==> src/rtl/pdm_rx_pkg.sv <==
package pdm_rx_pkg;
  localparam int SMP_W = 24;
  localparam int IRQ_W = 6;

  localparam int ST_RDY   = 0;
  localparam int ST_EMPTY = 1;
  localparam int ST_FULL  = 2;
  localparam int ST_CHUNK = 3;
  localparam int ST_UDR   = 4;
  localparam int ST_OVR   = 5;

  localparam logic [7:0] OFS_CTRL  = 8'h00;
  localparam logic [7:0] OFS_MODE  = 8'h04;
  localparam logic [7:0] OFS_CFG   = 8'h08;
  localparam logic [7:0] OFS_HOLD  = 8'h0C;
  localparam logic [7:0] OFS_IEN   = 8'h14;
  localparam logic [7:0] OFS_IDIS  = 8'h18;
  localparam logic [7:0] OFS_IMASK = 8'h1C;
  localparam logic [7:0] OFS_ISTAT = 8'h20;
  localparam logic [7:0] OFS_VER   = 8'h50;

  // burst length from the mode chunk field; zero behaves as one
  function automatic int chunk_len(input logic [3:0] fld);
    return (fld == 4'd0) ? 1 : int'(fld);
  endfunction
endpackage

==> src/rtl/pdm_rx_fifo.sv <==
module pdm_rx_fifo #(
  parameter int DEPTH = 8,
  parameter int W     = 26,
  localparam int PTR_W = (DEPTH > 1) ? $clog2(DEPTH) : 1,
  localparam int CNT_W = $clog2(DEPTH + 1)
) (
  input  logic             clk,
  input  logic             rst_n,
  input  logic             srst,
  input  logic             push,
  input  logic [W-1:0]     wdata,
  input  logic             pop,
  output logic [W-1:0]     rdata,
  output logic [CNT_W-1:0] count,
  output logic             empty,
  output logic             full,
  output logic             ovr_evt
);
  logic [W-1:0]     mem [DEPTH];
  logic [PTR_W-1:0] wr_ptr, rd_ptr;
  logic             do_wr, do_rd;

  function automatic logic [PTR_W-1:0] nxt(input logic [PTR_W-1:0] p);
    return (int'(p) == DEPTH - 1) ? '0 : p + 1'b1;
  endfunction

  assign empty   = (count == '0);
  assign full    = (int'(count) == DEPTH);
  assign do_rd   = pop && !empty;
  assign do_wr   = push && (!full || do_rd);
  assign ovr_evt = push && full && !do_rd;
  assign rdata   = mem[rd_ptr];

  always_ff @(posedge clk) begin
    if (!rst_n || srst) begin
      wr_ptr <= '0;
      rd_ptr <= '0;
      count  <= '0;
    end else begin
      if (do_wr) wr_ptr <= nxt(wr_ptr);
      if (do_rd) rd_ptr <= nxt(rd_ptr);
      if (do_wr && !do_rd) count <= count + 1'b1;
      else if (do_rd && !do_wr) count <= count - 1'b1;
    end
  end

  always_ff @(posedge clk) begin
    if (do_wr) mem[wr_ptr] <= wdata;
  end

  AST_NO_OVERFLOW: assert property (@(posedge clk) disable iff (!rst_n)
    int'(count) <= DEPTH);
  AST_FILL_NEEDS_PUSH: assert property (@(posedge clk) disable iff (!rst_n)
    (!empty && $past(empty)) |-> $past(push));
endmodule

==> src/rtl/pdm_irq_ctrl.sv <==
module pdm_irq_ctrl
  import pdm_rx_pkg::*;
(
  input  logic             clk,
  input  logic             rst_n,
  input  logic             srst,
  input  logic [3:0]       lvl,
  input  logic             udr_evt,
  input  logic             ovr_evt,
  input  logic             en_wr,
  input  logic             dis_wr,
  input  logic [IRQ_W-1:0] bits,
  input  logic             stat_rd,
  output logic [IRQ_W-1:0] status,
  output logic [IRQ_W-1:0] mask,
  output logic             irq
);
  logic udr_q, ovr_q;

  always_ff @(posedge clk) begin
    if (!rst_n || srst) begin
      mask  <= '0;
      udr_q <= 1'b0;
      ovr_q <= 1'b0;
    end else begin
      if (en_wr)  mask <= mask | bits;
      if (dis_wr) mask <= mask & ~bits;
      udr_q <= udr_evt || (udr_q && !stat_rd);
      ovr_q <= ovr_evt || (ovr_q && !stat_rd);
    end
  end

  assign status = {ovr_q, udr_q, lvl};
  assign irq    = |(status & mask);

  AST_IRQ_NEEDS_MASK: assert property (@(posedge clk) disable iff (!rst_n)
    irq |-> (mask != '0));
  AST_MASK_SET: assert property (@(posedge clk) disable iff (!rst_n)
    (en_wr && !srst) |=> ((mask & $past(bits)) == $past(bits)));
  AST_MASK_CLR: assert property (@(posedge clk) disable iff (!rst_n)
    (dis_wr && !srst) |=> ((mask & $past(bits)) == '0));
endmodule

==> src/rtl/pdm_rx_regif.sv <==
module pdm_rx_regif
  import pdm_rx_pkg::*;
#(
  parameter int          NCH        = 4,
  parameter int          FIFO_DEPTH = 8,
  parameter int          ADDR_W     = 8,
  parameter logic [11:0] VERSION    = 12'h1A3,
  localparam int         CH_W       = (NCH > 1) ? $clog2(NCH) : 1,
  localparam int         ENT_W      = CH_W + SMP_W,
  localparam int         CNT_W      = $clog2(FIFO_DEPTH + 1)
) (
  input  logic              clk,
  input  logic              rst_n,
  input  logic              bus_valid,
  input  logic              bus_write,
  input  logic [ADDR_W-1:0] bus_addr,
  input  logic [31:0]       bus_wdata,
  output logic [31:0]       bus_rdata,
  input  logic              smp_valid,
  input  logic [CH_W-1:0]   smp_chan,
  input  logic [SMP_W-1:0]  smp_data,
  output logic [NCH-1:0]    chan_en,
  output logic              irq,
  output logic              dma_req
);
  logic [31:0]      mode_q, cfg_q;
  logic             wr_acc, rd_acc, aligned;
  logic             srst, hold_rd, stat_rd, en_wr, dis_wr;
  logic             smp_ok, udr_evt, ovr_evt;
  logic [ENT_W-1:0] fifo_q;
  logic [CNT_W-1:0] fifo_cnt;
  logic             fifo_empty, fifo_full, chunk_hit;
  logic [IRQ_W-1:0] status, mask;

  function automatic logic hit(input logic [ADDR_W-1:0] a, input logic [7:0] ofs);
    return a == ADDR_W'(ofs);
  endfunction

  assign aligned = (bus_addr[1:0] == 2'b00);
  assign wr_acc  = bus_valid && bus_write && aligned;
  assign rd_acc  = bus_valid && !bus_write && aligned;
  assign srst    = wr_acc && hit(bus_addr, OFS_CTRL) && bus_wdata[0];
  assign en_wr   = wr_acc && hit(bus_addr, OFS_IEN);
  assign dis_wr  = wr_acc && hit(bus_addr, OFS_IDIS);
  assign hold_rd = rd_acc && hit(bus_addr, OFS_HOLD);
  assign stat_rd = rd_acc && hit(bus_addr, OFS_ISTAT);
  assign smp_ok  = smp_valid && mode_q[smp_chan];
  assign udr_evt = hold_rd && fifo_empty;

  always_ff @(posedge clk) begin
    if (!rst_n || srst) begin
      mode_q <= '0;
      cfg_q  <= '0;
    end else begin
      if (wr_acc && hit(bus_addr, OFS_MODE)) mode_q <= bus_wdata;
      if (wr_acc && hit(bus_addr, OFS_CFG))  cfg_q  <= bus_wdata;
    end
  end

  pdm_rx_fifo #(.DEPTH(FIFO_DEPTH), .W(ENT_W)) u_fifo (
    .clk     (clk),
    .rst_n   (rst_n),
    .srst    (srst),
    .push    (smp_ok),
    .wdata   ({smp_chan, smp_data}),
    .pop     (hold_rd),
    .rdata   (fifo_q),
    .count   (fifo_cnt),
    .empty   (fifo_empty),
    .full    (fifo_full),
    .ovr_evt (ovr_evt)
  );

  assign chunk_hit = int'(fifo_cnt) >= chunk_len(mode_q[31:28]);

  pdm_irq_ctrl u_irq (
    .clk     (clk),
    .rst_n   (rst_n),
    .srst    (srst),
    .lvl     ({chunk_hit, fifo_full, fifo_empty, !fifo_empty}),
    .udr_evt (udr_evt),
    .ovr_evt (ovr_evt),
    .en_wr   (en_wr),
    .dis_wr  (dis_wr),
    .bits    (bus_wdata[IRQ_W-1:0]),
    .stat_rd (stat_rd),
    .status  (status),
    .mask    (mask),
    .irq     (irq)
  );

  always_comb begin
    bus_rdata = '0;
    if (rd_acc) begin
      if (hit(bus_addr, OFS_MODE))  bus_rdata = mode_q;
      if (hit(bus_addr, OFS_CFG))   bus_rdata = cfg_q;
      if (hit(bus_addr, OFS_IMASK)) bus_rdata = 32'(mask);
      if (hit(bus_addr, OFS_ISTAT)) bus_rdata = 32'(status);
      if (hit(bus_addr, OFS_VER))   bus_rdata = 32'(VERSION);
      if (hit(bus_addr, OFS_HOLD) && !fifo_empty)
        bus_rdata = {{(8 - CH_W){1'b0}}, fifo_q};
    end
  end

  assign chan_en = mode_q[NCH-1:0];
  assign dma_req = chunk_hit;

  AST_OVR_SETS: assert property (@(posedge clk) disable iff (!rst_n)
    (smp_ok && fifo_full && !hold_rd && !srst) |=> status[ST_OVR]);
  AST_UDR_STICKY: assert property (@(posedge clk) disable iff (!rst_n)
    (status[ST_UDR] && !stat_rd && !srst) |=> status[ST_UDR]);
  AST_UDR_SETS: assert property (@(posedge clk) disable iff (!rst_n)
    (hold_rd && fifo_empty && !srst) |=> status[ST_UDR]);
  AST_DMA_NONEMPTY: assert property (@(posedge clk) disable iff (!rst_n)
    dma_req |-> !fifo_empty);
  AST_SRST_CLEARS: assert property (@(posedge clk) disable iff (!rst_n)
    srst |=> (chan_en == '0 && mask == '0 && fifo_empty));
endmodule

==> config.mk <==
export PLATFORM = sky130hd
export DESIGN_NAME = pdm_rx_regif
export DESIGN_NICKNAME = d
export VERILOG_FILES = /design/src/rtl/pdm_rx_pkg.sv /design/src/rtl/pdm_rx_fifo.sv /design/src/rtl/pdm_irq_ctrl.sv /design/src/rtl/pdm_rx_regif.sv
export SDC_FILE = /design/constraint.sdc
export NUM_CORES = 1
export LEC_CHECK = 0
export BUFFER_PORTS_ARGS = -buffer_cell sky130_fd_sc_hd__buf_4
export CAP_MARGIN = 0
export CORE_MARGIN = 2
export CORE_UTILIZATION = 63
export DETAILED_ROUTE_END_ITERATION = 8
export GPL_ROUTABILITY_DRIVEN = 1
export GPL_TIMING_DRIVEN = 0
export HOLD_SLACK_MARGIN = 0.1
export PLACE_DENSITY = 0.93
export SETUP_SLACK_MARGIN = 0.15
export SKIP_CTS_REPAIR_TIMING = 1
export SYNTH_ARGS = -nofsm -noshare
export SYNTH_HDL_FRONTEND = slang
export SYNTH_SLANG_ARGS = --single-unit
==> constraint.sdc <==
create_clock -name clk -period 6.84 [get_ports clk]
set_input_delay 1.026 -clock clk [delete_from_list [all_inputs] [get_ports clk]]
set_output_delay 1.026 -clock clk [all_outputs]
set_load 0.02 [all_outputs]
==> reports/metrics.csv, run 1 <==
metric,value,unit
status,"finished, final reports clean",
finalNetCount,1103,
critical_path_arrival,3.23,ns
comb_power_share,0.028,
grt_max_degree,27,
die_y,144.5,um
power_density,245.0,mW/mm^2
p_sw,720.2,uW
wl_per_cell,25.07,um
hp-class,flop to flop,
syn_area_per_cell,14.33,um^2
dpl_cell_area,0.01379,mm^2
vias_per_cell,6.553,
final_antenna_net_count,0,
grt_pass1_vias,8511,
n_fill_cell,1075,
cp_num_buf_inv,3,
cts_root_buf,clkbuf_16,
fmax,234.8,MHz
post-route-cell-area,0.01476,mm^2
ios,109,
cp-start-kind,flop,
yosys.area.top_type,edfxtp_1,
rsz0062_at_grt,no,
finalSetupTns,0,ns
ys_types,61,
synth-edff-count,208,
sw_frac_of_total,0.1991,
track_usage,0.3169,
grt_overflow,0,
fp-row-count,51,
cts_max_path_buffers,3,
die_area,0.02087,mm^2
ys_top_cells_by_area,"edfxtp_1 (50%), dfxtp_1 (14%), mux4_2 (9.6%), a21oi_2 (4.4%), nand2_1 (4.3%)",
ys_async_sr_fraction,0,
cp_data_required_time,5.81,ns
core_region_area,0.01940,mm^2
ys_seq_area_frac,0.6395,
skew,0.008601,ns
ir_worst_vdd,0.2099,mV
post-route-period-util,0.6227,
critPathKind,flop to output pin,
power,3616,uW
ys.flop_type,edfxtp_1,
drcViolationCount,0,
antenna_found_initial,1,
slowest_delay,0.58,ns
tightest_slew,0.9570,ns
ys_ff_latch,293,
slew_headroom,0.3605,
clk_latency,0.53,ns
routed_wl,32820,um
cts_tree,done,
hold_viol,0,
place_hpwl,22160,um
netlist_area,0.01243,mm^2
yosysTopAreaCellShare,0.5026,
htreeDepth,1,
synthCells,867,
maxCapViolCount,0,
p_clk_frac,0.448,
die_x,144.5,um
path_cells,"clkbuf_1, buf_2, mux4_2, mux2i_1, o22a_1, nor2_1, buf_4",
area_growth,18.79,%
seqPwrFrac,0.524,
p_leak,0.004680,uW
cts_buffers,28,
p_int,2896,uW
dr.pass1.iters,8,
drive_gt1_frac,0.3321,
ys_warn_count,0,
setup_slack,2.581,ns
cp_max_fo,10,
dr_total_vias,8578,
start_util,0.6407,
grt_pass1_wl,49220,um
crit_path_end_kind,output pin,
cpMaxStageDelayCell,mux4_2,
drt_iter0_drc,1199,
post-route-min-period,4.259,ns
cp_top_family,buffers and inverters,
cts_sinks,293,
port_buffers,108,
multi_input_area,0.004179,mm^2
clk_pin_slew,0.07,ns
layout_common_cells,"edfxtp_1 (208), nand2_1 (143), buf_4 (112)",
finalSetupViolations,0,
place.gp.congestion,0.9315,
regArea,0.007948,mm^2
slew_viol_final,0,
synth_fp_nets,950,
final_common_cell,edfxtp_1,
pre_cts_slack,2.866,ns
sequential cells by signal, summed over array words and instances, names as in the netlist, named ones only:
name           count
mode_q            32
u_fifo.rd_ptr      3
u_fifo.count       4
u_fifo.wr_ptr      3
u_irq.udr_q        1
u_fifo.mem       208
cfg_q             32
u_irq.ovr_q        1
routing by layer:
layer	vias to the layer above	wire length, um	track usage
met1	4163	11870	0.4093
met3	143	3495	0.06954
met5	-	42	0
li1	3602	-	-
met2	668	15990	0.5318
met4	2	1419	0.1180
metrics by stage:
stage / hold WS, ns / instances / utilization
2_1_floorplan: 0.4336 / 867 / -
3_3_place_gp: 0.4434 / 1240 / 0.6996
3_5_place_dp: 0.4504 / 1255 / 0.7110
4_1_cts: 0.4597 / 1307 / 0.7608
5_1_grt: 0.4809 / 1307 / 0.7608
6_report: 0.4659 / 1309 / 0.7610
worst register-to-register path, cell delays in order, from the launching register on:
cell	delay [ns]
dfxtp_1	0.40
or4b_1	0.63
a31oi_1	0.22
nor2b_1	0.07
buf_2	0.19
ha_1	0.22
inv_1	0.11
ha_1	0.24
a21o_1	0.17
a21oi_1	0.16
xnor2_1	0.08
or3_1	0.32
a21oi_2	0.13
synthesized netlist by cell type, types with 3 or more instances:
cell,number
edfxtp_1,208
nand2_1,143
dfxtp_1,85
a21oi_2,62
mux4_2,53
nor2_1,42
a22oi_1,34
clkbuf_1,29
mux2i_1,25
o22a_1,18
a21oi_1,17
buf_2,16
ha_1,11
nor2_2,9
buf_6,8
inv_1,8
o21ai_0,8
a211oi_1,7
nor3_1,7
mux2_2,5
nand2b_1,5
nor2b_1,5
buf_4,4
nor3b_1,4
or3_1,4
a31oi_1,3
o22ai_1,3
path summary, 6_finish.rpt:
| kind | startpoint | endpoint | slack, ns | cells after the start |
|---|---|---|---|---|
| setup reg to reg | u_fifo.count[0] | u_fifo.count[3] | 3.84 | 12 |
| setup / recovery | flop | bus_rdata[20] | 2.58 | 7 |
| hold reg to reg | mode_q[11] | mode_q[11] | 0.47 | 2 |
| hold / removal | mode_q[11] | mode_q[11] | 0.47 | 2 |
cell families after synthesis:
group                    synth area share
AO/OA/AOI/OAI                      0.1051
buffers and inverters             0.02789
multiplexers                       0.1207
adder cells (fa/ha/maj)           0.01268
AND/OR/NAND/NOR                   0.09202
flip-flops                         0.6395
XOR/XNOR                         0.002115
power by group through the flow:
stage               logic, uW  registers (uW)  clock network (uW)
floorplan                30.3            1940                   0
global placement         93.0            1930                   0
detailed placement       96.7            1930                   0
CTS                      98.3            1900                1620
global route              105            1900                1690
finish                    101            1900                1620
area by class of cell:
| class | count | share of cell area |
|---|---|---|
| clock buffer | 33 | 0.05017 |
| antenna | 2 | 0.0003390 |
| inverter | 8 | 0.002034 |
| clock inverter | 19 | 0.01526 |
| sequential | 293 | 0.5384 |
| timing repair buffer | 123 | 0.06687 |
| buffer | 59 | 0.02144 |
| multi-input combinational | 507 | 0.2831 |
| tap | 265 | 0.02246 |
(Power assumes the default switching activity.)
==> run 2: changes to the inputs <==
--- a/config.mk
+++ b/config.mk
@@ -8,12 +8,12 @@
 export BUFFER_PORTS_ARGS = -buffer_cell sky130_fd_sc_hd__buf_4
 export CAP_MARGIN = 0
 export CORE_MARGIN = 2
-export CORE_UTILIZATION = 63
+export CORE_UTILIZATION = 54
 export DETAILED_ROUTE_END_ITERATION = 8
 export GPL_ROUTABILITY_DRIVEN = 1
 export GPL_TIMING_DRIVEN = 0
 export HOLD_SLACK_MARGIN = 0.1
-export PLACE_DENSITY = 0.93
+export PLACE_DENSITY = 0.85
 export SETUP_SLACK_MARGIN = 0.15
 export SKIP_CTS_REPAIR_TIMING = 1
 export SYNTH_ARGS = -nofsm -noshare
==> constraint.sdc (replaced) <==
create_clock -name clk -period 3.8 [get_ports clk]
set_input_delay 0.57 -clock clk [delete_from_list [all_inputs] [get_ports clk]]
set_output_delay 0.57 -clock clk [all_outputs]
set_load 0.02 [all_outputs]
==> run 2 against run 1 <==
  * Hold slack got worse by 0.24 ns
  * Combinational power up 74%
  * Via count shrank 4.6%
  * First-iteration DRC count decreased by 42%
  * Sequential share of layout area about the same
  * Cell count up 1.5%
  * Non-clock buffer count is the same
  * Wire length shrank 5.0%
  * Critical path depth is 2 higher
  * Clock skew grew 0.014 ns
  * Final area about the same
  * Highest routed layer unchanged
==> reports/metrics.csv, run 2 (synthesized netlist as in run 1, its figures left out) <==
metric,value,unit,change
die_area,0.02424,mm^2,+16%
power,6367,uW,+76%
critPathKind,flop to output pin,,
routed_wl,31200,um,-5.0%
drive_gt1_frac,0.3365,,+0.004475
rsz0062_at_grt,no,,
hp-class,input port to flop,,
post-route-min-period,3.567,ns,
layout_common_cells,"edfxtp_1 (208), nand2_1 (143), buf_4 (114)",,
place_hpwl,21260,um,-4.1%
cts_sinks,293,,unchanged
clk_pin_slew,0.07,ns,about the same
slew_headroom,0.3458,,-0.01466
fin_cells,1329,,+1.5%
status,"finished, final reports clean",,
cp-start-kind,flop,,
grt_max_degree,27,,unchanged
grt_overflow,0,,unchanged
final_common_cell,edfxtp_1,,
final_antenna_net_count,0,,unchanged
crit_path_end_kind,output pin,,
vias_per_cell,6.157,,-6.0%
core_region_area,0.02264,mm^2,+17%
dr_total_vias,8183,,-4.6%
die_y,155.7,um,+7.8%
ios,109,,unchanged
fmax,280.3,MHz,
drcViolationCount,0,,unchanged
cts_root_buf,clkbuf_16,,
wl_per_cell,23.47,um,-6.4%
placed_cells,1275,,+1.6%
finalSetupViolations,0,,unchanged
cts_tree,done,,
tightest_slew,0.9789,ns,+0.02193 ns
clk_latency,0.57,ns,+0.04 ns
cts_buffers,29,,+3.6%
cts_max_path_buffers,3,,unchanged
htreeDepth,1,,unchanged
drt_iter0_drc,696,,-42%
start_util,0.5489,,-0.09174
skew,0.02285,ns,+0.01425 ns
largest_reg_flops,208,,unchanged
cp_data_required_time,3.23,ns,-2.58 ns
r2r_slack,0.80,ns,-3.04 ns
p_leak,0.004695,uW,+0.32%
maxCapViolCount,0,,unchanged
ir_worst_vdd,0.3507,mV,+67%
fp-row-count,55,,+7.8%
finalNetCount,1104,,+0.091%
post-route-period-util,0.9387,,
grt_pass1_vias,8327,,-2.2%
pre_cts_slack,0.2450,ns,-2.621 ns
track_usage,0.2591,,-0.05780
port_buffers,108,,unchanged
die_x,155.7,um,+7.8%
setup_slack,0.2328,ns,-2.348 ns
dr.pass1.iters,5,,-3
grt_pass1_wl,47740,um,-3.0%
slew_viol_final,0,,unchanged
hold_viol,0,,unchanged
power_density,431.1,mW/mm^2,+76%
antenna_found_initial,2,,+1
area_growth,18.84,%,about the same
largest-register,u_fifo.mem,,
reg.largest.list,"u_fifo.mem: 208 flops, cfg_q: 32 flops, mode_q: 32 flops",,
post-route-cell-area,0.01477,mm^2,about the same
place.gp.congestion,0.9261,,-0.58%
dpl_cell_area,0.01382,mm^2,+0.24%
cp_max_fo,3,,-7
final_core_util,0.6523,,-0.1087
critical_path_arrival,3.00,ns,-0.23 ns
[run 2: cell count changes in the layout (fill, tap and decap cells not counted), sizes merged]
cell / change
inv: +1
buf: -5
clkinvlp: -3
clkbuf: +12
diode: -1
bufinv: -4
[run 2: path summary, 6_finish.rpt]
| check | from | endpoint | cells after the start |
|---|---|---|---|
| max | mode_q[29] | bus_rdata[3] | 9 |
| min reg2reg | mode_q[10] | mode_q[10] | 2 |
| min | bus_wdata[0] | flop | 2 |
| max reg2reg | u_fifo.count[0] | u_fifo.count[3] | 12 |
[run 2: final cells by class]
cell class / instances / area (um^2)
Antenna cell: 1 / 2.502
Clock buffer: 40 / 809.5
Sequential cell: 293 / 7948
Tap cell: 285 / 356.6
Fill cell: 1531 / 7871
Timing Repair Buffer: 123 / 994.7
Multi-Input combinational cell: 507 / 4180
Inverter: 8 / 30.03
Clock inverter: 13 / 115.1
Buffer: 59 / 332.8
[run 2: power breakdown]
part | switching (uW) | internal (uW) | total [uW]
registers | 0.285 | 3410 | 3410
clock network | 1210 | 1570 | 2780
logic | 108 | 68.3 | 176
total | 1320 | 5050 | 6370
[run 2: worst max-delay path: stages, from the launching register on]
cell,delay (ns)
dfxtp_1,0.37
inv_1,0.08
a31o_2,0.23
ha_1,0.26
nand2b_1,0.14
a2111oi_1,0.58
o21ai_0,0.23
a41oi_1,0.27
nor2_1,0.08
buf_4,0.19
[run 2: metrics by stage]
step           TNS (ns)  hold WS [ns]
5_1_grt               0        0.2260
6_report              0        0.2247
3_3_place_gp    -360.37        0.4446
4_1_cts               0        0.2179
2_1_floorplan    -22.58        0.4336
3_5_place_dp          0        0.4525
[run 2: per-layer routing]
| metal | share of wire | up-vias | routed length (um) | track usage |
|---|---|---|---|---|
| met3 | 0.084 | 89 | 2618 | 0.04556 |
| li1 | - | 3608 | - | - |
| met4 | 0.032 | 2 | 1000 | 0.08825 |
| met2 | 0.50 | 446 | 15560 | 0.4442 |
| met5 | 0.00051 | - | 16 | 0 |
| met1 | 0.38 | 4038 | 12000 | 0.3367 |
==> run 3: changes to the inputs <==
--- a/config.mk
+++ b/config.mk
@@ -8,12 +8,12 @@
 export BUFFER_PORTS_ARGS = -buffer_cell sky130_fd_sc_hd__buf_4
 export CAP_MARGIN = 0
 export CORE_MARGIN = 2
-export CORE_UTILIZATION = 54
+export CORE_UTILIZATION = 40
 export DETAILED_ROUTE_END_ITERATION = 8
-export GPL_ROUTABILITY_DRIVEN = 1
 export GPL_TIMING_DRIVEN = 0
 export HOLD_SLACK_MARGIN = 0.1
-export PLACE_DENSITY = 0.85
+export MAX_ROUTING_LAYER = met4
+export PLACE_DENSITY = 0.68
 export SETUP_SLACK_MARGIN = 0.15
 export SKIP_CTS_REPAIR_TIMING = 1
 export SYNTH_ARGS = -nofsm -noshare
==> run 3 against run 2 <==
  * Final area increased by 1.6%
  * Global-route usage down 6.9 points
  * Critical endpoint is now bus_rdata[8]
  * Clock skew rose by 0.0030 ns
  * Wire length shrank 2.5%
  * First-iteration DRC count is 0.57% lower
  * Die area rose by 34%
==> reports/metrics.csv, run 3 (synthesized netlist as in run 1, its figures left out) <==
metric,value,unit,change
tightest_slew,0.9207,ns,-0.05820 ns
clk_pin_slew,0.06,ns,about the same
finalSetupViolations,0,,unchanged
ios,109,,unchanged
core_region_area,0.03059,mm^2,+35%
power_density,426.8,mW/mm^2,-1.0%
fin_hold_ws,0.2436,ns,+0.01885 ns
antenna_found_initial,3,,+1
cts_root_buf,clkbuf_16,,
clk_latency,0.56,ns,about the same
layout_common_cells,"edfxtp_1 (208), nand2_1 (143), buf_4 (112)",,
maxCapViolCount,0,,unchanged
wl_per_cell,20.98,um,-11%
routed_wl,30400,um,-2.5%
fp-row-count,64,,+16%
skew,0.02583,ns,+0.002979 ns
grt_overflow,0,,unchanged
grt_pass1_vias,7854,,-5.7%
dr_total_vias,7758,,-5.2%
crit_path_end_kind,output pin,,
place_hpwl,21760,um,+2.4%
critical_path_arrival,2.93,ns,-0.07 ns
cp-start-kind,flop,,
drcViolationCount,0,,unchanged
track_usage,0.1902,,-0.06888
critPathKind,flop to output pin,,
dr.pass1.iters,5,,unchanged
dpl_cell_area,0.01403,mm^2,+1.5%
cts_max_path_buffers,3,,unchanged
rsz0062_at_grt,no,,
area_growth,20.72,%,
grt_max_degree,27,,unchanged
final_antenna_net_count,0,,unchanged
hp-class,input port to flop,,
grt_pass1_wl,46600,um,-2.4%
cp_data_required_time,3.23,ns,about the same
power,6404,uW,+0.57%
reg.largest.list,"u_fifo.mem: 208 flops, cfg_q: 32 flops, mode_q: 32 flops",,
final_common_cell,edfxtp_1,,
largest_reg_flops,208,,unchanged
htreeDepth,1,,unchanged
cts_tree,done,,
largest-register,u_fifo.mem,,
n_fill_cell,2596,,+70%
hold_viol,0,,unchanged
p_leak,0.004737,uW,+0.89%
cp_max_fo,10,,+7
die_x,180.3,um,+16%
fmax,285.6,MHz,+1.9%
port_buffers,108,,unchanged
finalSetupTns,0,ns,unchanged
post-route-cell-area,0.01500,mm^2,+1.6%
vias_per_cell,5.354,,-13%
post-route-min-period,3.501,ns,-0.06578 ns
cts_sinks,293,,unchanged
final_core_util,0.4905,,-0.1619
finalNetCount,1109,,+0.45%
drive_gt1_frac,0.3381,,+0.001566
start_util,0.4063,,-0.1426
place.gp.congestion,0.9111,,-1.6%
slew_viol_final,0,,unchanged
slew_headroom,0.3835,,+0.03766
post-route-period-util,0.9214,,-0.01731
status,"finished, final reports clean",,
die_y,180.3,um,+16%
die_area,0.03250,mm^2,+34%
ir_worst_vdd,0.3664,mV,+4.5%
drt_iter0_drc,692,,-0.57%
cts_buffers,30,,+3.4%
## run 3: final cells by class
| class | count | area, um^2 | area share |
|---|---|---|---|
| tap | 396 | 495.5 | 0.03302 |
| clock inverter | 18 | 147.6 | 0.009841 |
| multi-input combinational | 507 | 4185 | 0.2790 |
| timing repair buffer | 127 | 1061 | 0.07072 |
| inverter | 8 | 30.03 | 0.002002 |
| sequential | 293 | 7948 | 0.5297 |
| buffer | 59 | 327.8 | 0.02185 |
| antenna | 3 | 7.507 | 0.0005004 |
| clock buffer | 38 | 800.8 | 0.05337 |
## run 3: through the flow
stage | setup WS (ns) | cells
4_1_cts | 0.06134 | 1446
5_1_grt | 0.1570 | 1449
2_1_floorplan | -0.2137 | 867
6_report | 0.2986 | 1449
3_3_place_gp | -2.466 | 1371
3_5_place_dp | 0.3837 | 1390
## run 3: critical path, cell delays in order (launching register included)
cell and delay, ns:
dfxtp_1 0.32, clkbuf_1 0.29, clkbuf_1 0.55, mux4_2 0.41, mux2_2 0.34, o22ai_1 0.17
nor2_1 0.10, buf_4 0.20
## run 3: metal layers
metal  up-vias  global-route usage  routed length [um]
met2       249              0.3090               14820
li1       3621                   -                   -
met1      3840              0.2477               12940
met4         0             0.04613                 636
met5         -                   -                   0
met3        48             0.03658                1999
## run 3: power breakdown
group / internal [uW] / switching [uW] / total (uW)
Sequential: 3410 / 0.272 / 3410
Combinational: 68.5 / 110 / 178
Clock: 1620 / 1190 / 2810
## run 3: path summary, 6_finish.rpt
check | startpoint | end | slack, ns | cells past startpoint
worst min register to register | mode_q[13] | mode_q[13] | 0.46 | 2
worst min-delay path | smp_data[10] | u_fifo.mem[5][10] | 0.24 | 1
worst max-delay path | flop | bus_rdata[8] | 0.30 | 7
worst max register to register | u_fifo.count[0] | u_fifo.count[3] | 0.80 | 12
